[config.mk]
export PLATFORM = sky130hd
export DESIGN_NAME = dma_xlate_walker
export DESIGN_NICKNAME = d
export VERILOG_FILES = /design/src/rtl/xlt_pkg.sv /design/src/rtl/xlt_cfg_regs.sv /design/src/rtl/xlt_range_check.sv /design/src/rtl/xlt_walk_fsm.sv /design/src/rtl/dma_xlate_walker.sv
export SDC_FILE = /design/constraint.sdc
export NUM_CORES = 1
export LEC_CHECK = 0
export ABC_AREA = 1
export CAP_MARGIN = 30
export CORE_MARGIN = 2
export CORE_UTILIZATION = 40
export CTS_CLUSTER_SIZE = 10
export DETAILED_ROUTE_END_ITERATION = 6
export PLACE_DENSITY_LB_ADDON = 0.2
export SLEW_MARGIN = 15
export SYNTH_ARGS = -nofsm -noshare
export SYNTH_HDL_FRONTEND = slang
export SYNTH_SLANG_ARGS = --single-unit
[constraint.sdc]
create_clock -name clk -period 3.9 [get_ports clk]
set_input_delay 0.78 -clock clk [delete_from_list [all_inputs] [get_ports clk]]
set_output_delay 0.78 -clock clk [all_outputs]
set_load 0.005 [all_outputs]
[src/rtl/xlt_pkg.sv]
package xlt_pkg;
  typedef enum logic [1:0] {
    ST_IDLE  = 2'd0,
    ST_FETCH = 2'd1,
    ST_RESP  = 2'd2
  } xlt_state_e;

  localparam int unsigned CFG_SEL_BASE  = 0;
  localparam int unsigned CFG_SEL_LIMIT = 1;
endpackage

[src/rtl/xlt_cfg_regs.sv]
module xlt_cfg_regs #(
  parameter int unsigned ADDR_W = 32
) (
  input  logic              clk,
  input  logic              rst,
  input  logic              we,
  input  logic              sel,
  input  logic [ADDR_W-1:0] wdata,
  output logic [ADDR_W-1:0] base_q,
  output logic [ADDR_W-1:0] limit_q
);
  always_ff @(posedge clk) begin
    if (rst) begin
      base_q  <= '0;
      limit_q <= '0;
    end else if (we) begin
      if (sel == 1'(xlt_pkg::CFG_SEL_LIMIT)) limit_q <= wdata;
      else                                   base_q  <= wdata;
    end
  end
endmodule

[src/rtl/xlt_range_check.sv]
module xlt_range_check #(
  parameter int unsigned ADDR_W      = 32,
  parameter int unsigned PAGE_BITS   = 12,
  parameter int unsigned ENTRY_SHIFT = 3
) (
  input  logic [ADDR_W-1:0] laddr,
  input  logic [ADDR_W-1:0] base,
  input  logic [ADDR_W-1:0] limit,
  output logic              in_range,
  output logic [ADDR_W-1:0] entry_addr
);
  localparam logic [ADDR_W-1:0] BASE_MASK = {1'b0, {(ADDR_W-1){1'b1}}};

  logic [ADDR_W-1:0] page_idx;
  logic [ADDR_W-1:0] slot_cnt;

  always_comb begin
    page_idx   = laddr >> PAGE_BITS;
    slot_cnt   = limit >> ENTRY_SHIFT;
    in_range   = (page_idx < slot_cnt);
    entry_addr = (base & BASE_MASK) + (page_idx << ENTRY_SHIFT);
  end
endmodule

[src/rtl/xlt_walk_fsm.sv]
module xlt_walk_fsm #(
  parameter int unsigned ADDR_W    = 32,
  parameter int unsigned PAGE_BITS = 12
) (
  input  logic                        clk,
  input  logic                        rst,
  input  logic                        req_valid,
  input  logic [PAGE_BITS-1:0]        req_off,
  input  logic                        in_range,
  input  logic [ADDR_W-1:0]           entry_addr,
  output logic                        req_ready,
  output logic                        rsp_valid,
  input  logic                        rsp_ready,
  output logic [ADDR_W-1:0]           rsp_paddr,
  output logic                        rsp_fault,
  output logic                        mem_req,
  output logic [ADDR_W-1:0]           mem_addr,
  input  logic                        mem_ack,
  input  logic [ADDR_W-PAGE_BITS-1:0] mem_frame,
  input  logic                        mem_err
);
  import xlt_pkg::*;

  localparam int unsigned FRAME_W = ADDR_W - PAGE_BITS;

  xlt_state_e           state_q;
  logic [PAGE_BITS-1:0] off_q;

  always_ff @(posedge clk) begin
    if (rst) begin
      state_q   <= ST_IDLE;
      req_ready <= 1'b1;
      rsp_valid <= 1'b0;
      rsp_paddr <= '0;
      rsp_fault <= 1'b0;
      mem_req   <= 1'b0;
      mem_addr  <= '0;
      off_q     <= '0;
    end else begin
      unique case (state_q)
        ST_IDLE: begin
          if (req_valid) begin
            off_q     <= req_off;
            req_ready <= 1'b0;
            if (in_range) begin
              mem_req  <= 1'b1;
              mem_addr <= entry_addr;
              state_q  <= ST_FETCH;
            end else begin
              rsp_valid <= 1'b1;
              rsp_fault <= 1'b1;
              rsp_paddr <= {{FRAME_W{1'b0}}, req_off};
              state_q   <= ST_RESP;
            end
          end
        end
        ST_FETCH: begin
          if (mem_ack) begin
            mem_req   <= 1'b0;
            rsp_valid <= 1'b1;
            rsp_fault <= mem_err;
            rsp_paddr <= mem_err ? {{FRAME_W{1'b0}}, off_q}
                                 : {mem_frame, off_q};
            state_q   <= ST_RESP;
          end
        end
        ST_RESP: begin
          if (rsp_ready) begin
            rsp_valid <= 1'b0;
            req_ready <= 1'b1;
            state_q   <= ST_IDLE;
          end
        end
        default: state_q <= ST_IDLE;
      endcase
    end
  end
endmodule

[src/rtl/dma_xlate_walker.sv]
module dma_xlate_walker #(
  parameter int unsigned ADDR_W      = 32,
  parameter int unsigned PAGE_BITS   = 12,
  parameter int unsigned ENTRY_BYTES = 8
) (
  input  logic              clk,
  input  logic              rst,
  input  logic              cfg_we,
  input  logic              cfg_sel,
  input  logic [ADDR_W-1:0] cfg_wdata,
  input  logic              req_valid,
  output logic              req_ready,
  input  logic [ADDR_W-1:0] req_addr,
  output logic              rsp_valid,
  input  logic              rsp_ready,
  output logic [ADDR_W-1:0] rsp_paddr,
  output logic              rsp_fault,
  output logic              mem_req,
  output logic [ADDR_W-1:0] mem_addr,
  input  logic              mem_ack,
  input  logic [ADDR_W-1:0] mem_rdata,
  input  logic              mem_err
);
  localparam int unsigned ENTRY_SHIFT = $clog2(ENTRY_BYTES);

  logic [ADDR_W-1:0] base_q, limit_q, entry_addr;
  logic              in_range;

  xlt_cfg_regs #(.ADDR_W(ADDR_W)) u_regs (
    .clk(clk), .rst(rst), .we(cfg_we), .sel(cfg_sel), .wdata(cfg_wdata),
    .base_q(base_q), .limit_q(limit_q)
  );

  xlt_range_check #(
    .ADDR_W(ADDR_W), .PAGE_BITS(PAGE_BITS), .ENTRY_SHIFT(ENTRY_SHIFT)
  ) u_range (
    .laddr(req_addr), .base(base_q), .limit(limit_q),
    .in_range(in_range), .entry_addr(entry_addr)
  );

  xlt_walk_fsm #(.ADDR_W(ADDR_W), .PAGE_BITS(PAGE_BITS)) u_fsm (
    .clk(clk), .rst(rst),
    .req_valid(req_valid), .req_off(req_addr[PAGE_BITS-1:0]),
    .in_range(in_range), .entry_addr(entry_addr),
    .req_ready(req_ready), .rsp_valid(rsp_valid), .rsp_ready(rsp_ready),
    .rsp_paddr(rsp_paddr), .rsp_fault(rsp_fault),
    .mem_req(mem_req), .mem_addr(mem_addr), .mem_ack(mem_ack),
    .mem_frame(mem_rdata[ADDR_W-1:PAGE_BITS]), .mem_err(mem_err)
  );
endmodule

==> summary.md <==
| Metric | Value |
|---|---|
| Share of the synthesized area in the top cell type | `37.3%` |
| Starting DRT DRC Count | `409` |
| Final hold violations | `0` |
| Synth cell count leaders | `312 x nand2_1, 252 x nor2_1, 152 x inv_1, 142 x dfxtp_1, 91 x o21ai_0` |
| Total wire length after detailed routing | `20300 um` |
| Placer Congestion | `0.881` |
| Most area-consuming cells after synthesis | `dfxtp_1 37%, nand2_1 15%, nor2_1 12%` |
| Crit path DAT | `3240 ps` |
| First-pass GRT wire length | `33000 um` |
| Met3 wire length | `1180 um` |
| Via Count | `7488` |
| Worst Hold Depth | `2` |
| Final Cell Area | `0.0101 mm2` |
| Cts repair resizes | `0` |
| Gr usage total | `20.4%` |
| Die X | `142 um` |
| Seq/Total Area, Yosys | `37.3%` |
| Antenna Nets Post-Route | `0` |
| CTS buffer count | `17` |
| Clock H-tree levels | `4` |
| Final HPWL DP | `15100 um` |
| Mapped Cells | `1199` |
| Final #Nets | `1487` |
| Cell Area, Synth | `0.00762 mm2` |
| Setup Viol. Count Final | `0` |
| Placed cell area | `0.00944 mm2` |
| CTS root buf | `clkbuf_16` |
| Syn Area/Cell | `6.36 um2` |
| Peak VDD IR | `0.000353 V` |
| Initial antenna violation count | `0` |
| Port-buffer cells | `159` |
| Max cap viols | `0` |
| CTS tree | `yes` |
| Clock Pin Slew Worst Setup and Hold Paths | `60 ps` |
| Worst setup SP type | `primary input` |
| Unrepaired setup endpoints after global routing | `no` |
| Core area | `0.0187 mm2` |
| Primary FF master, synth | `dfxtp_1` |
| Area grow syn2layout | `32.2%` |
| Vias in the first global route | `6738` |
| Ys async rst share | `0%` |
| Synth cell types | `28` |
| Global route overflow | `0` |
| First-pass DRT Iterations | `6` |
| Largest net degree at the start of global routing | `80` |
| Fin Setup TNS | `0 ps` |
| Max Clock Freq | `344 MHz` |
| Met1 WL | `10000 um` |
| Most common cell in the netlist | `nand2_1` |
| FF+latch count, synth | `142` |
| EDFF count, synth | `0` |
| Layout Skew | `8.26 ps` |
| Slew @ Worst Pin | `808 ps` |
| Slew Limit Fails | `0` |
| CP Data Required Time | `4230 ps` |
| IO Count | `172` |
| Worst Hold Class | `flip-flop to flip-flop` |
| Worst relative slew slack | `45.9%` |
| Die height | `142 um` |
| Tcrit/Tclk final | `74.6%` |
| DR WL/cell | `12.8 um` |
| Final Core Density | `53.9%` |
| DRC Markers | `0` |
| Status | `finished, final reports clean` |
| Layout cell share with drive strength beyond 1 | `3.61%` |
| PwrDens | `586 mW/mm2` |
| N_diodes | `0` |
| Detail Route met2 WL | `8780 um` |
| Die area | `0.0202 mm2` |
| Worst reg-to-reg path cell count | `8` |
| Largest area contributor in the netlist | `dfxtp_1` |
| Vias/cell | `4.71` |
| Setup bufs post-CTS | `0` |
| Yosys Warn Count | `0` |
| Leak Pwr | `4.77 nW` |
| Hold_buf cts | `0` |
| Crit Path Max Fanout | `62` |
| Fin crit period | `2910 ps` |
| DR top layer | `met4` |
| CTS sink count | `142` |
| Max clock buf depth | `2` |
| Kind of critical path | `primary input to flip-flop` |
| Clock insertion delay at the later pin of the skew report | `430 ps` |
| Row count | `50` |
| Critical Path End Type | `flip-flop` |
| Starting density of the core | `40.8%` |
| Syn_nets | `1343` |
## worst paths after layout
path / start / end / slack (ps)
max: req_addr[16] / u_fsm.rsp_paddr[10] / 990
min reg2reg: u_fsm.rsp_fault / u_fsm.rsp_fault / 450
min: u_fsm.rsp_fault / u_fsm.rsp_fault / 450
max reg2reg: u_fsm.state_q[0] / u_fsm.rsp_paddr[31] / 1480
## cells in the final DEF (no fill, tap or decap)
cell and n:
clkinv_2 2, nor2_2 3, o21a_1 1, xnor2_1 1, nand2_1 312, buf_16 1
clkbuf_16 17, o21bai_1 2, inv_1 151, clkinv_1 1, inv_6 1, clkbuf_1 1
ha_1 39, and2_1 1, a21oi_2 1, buf_4 6, buf_12 2, fa_1 1
xor2_1 13, nand3_2 1, nand3_1 35, nor3_1 12, a21oi_1 78, clkinvlp_4 4
nand2_4 1, nor2_1 252, bufinv_16 5, clkinv_4 2, o21ai_0 91, dfxtp_1 142
clkdlybuf4s50_1 159, nand3_4 1, inv_2 2, nand4_1 15
## area by class of cell
type | count | area [um2]
tap | 234 | 293
clock buffer | 18 | 429
fill | 1882 | 8620
multi-input combinational | 860 | 4020
inverter | 154 | 578
timing repair buffer | 168 | 1700
sequential | 142 | 2840
clock inverter | 14 | 216
## state kept, by name, summed over array words and instances, names as in the netlist
name	cells
u_fsm.state_q	2
u_fsm.off_q	12
u_fsm.rsp_paddr	32
u_regs.base_q	31
u_fsm.rsp_fault	1
u_fsm.mem_addr	32
u_fsm.req_ready	1
u_fsm.mem_req	1
u_fsm.rsp_valid	1
u_regs.limit_q	29
## logic make-up (layout without fill, tap and decap cells)
group,after synthesis,in the layout,synth area share [%]
flip-flops,142,142,37.3
buffers and inverters,197,354,10.0
AO/OA/AOI/OAI,173,173,11.5
adder cells (fa/ha/maj),40,40,6.66
AND/OR/NAND/NOR,633,633,32.9
XOR/XNOR,14,14,1.61
## per-stage QoR
stage          hold WS (ps)  setup slack [ps]  power (mW)  cells
2_1_floorplan           433              1590        3.21   1199
3_3_place_gp            427               573        4.13   1557
3_5_place_dp            435               563        4.16   1558
4_1_cts                 444               999        5.96   1590
5_1_grt                 471               720        6.34   1590
6_report                446               990        5.91   1590
## power by group
part	internal [mW]	switching [mW]
clock	1.13	0.649
sequential	1.80	0.176
combinational	0.984	1.16
total	3.92	1.99
## per-layer routing
| metal | global-route usage, % | up-vias |
|---|---|---|
| li1 | - | 4025 |
| met1 | 28.6 | 3259 |
| met2 | 31.5 | 181 |
| met3 | 4.64 | 23 |
| met4 | 5.74 | 0 |
| met5 | 0 | - |
## critical path, cell delays in order
cell and delay, ps:
clkdlybuf4s50_1 440, ha_1 320, nand2_1 100, inv_1 40, nand2_1 50, nand3_1 120, nand2_1 100, nand2_1 80
nand2_1 200, nand2_4 140, nand3_4 80, buf_4 500, nand2_1 120, nand2_1 90, nor2_1 40
No activity file was read; power rests on OpenSTA's default activity.
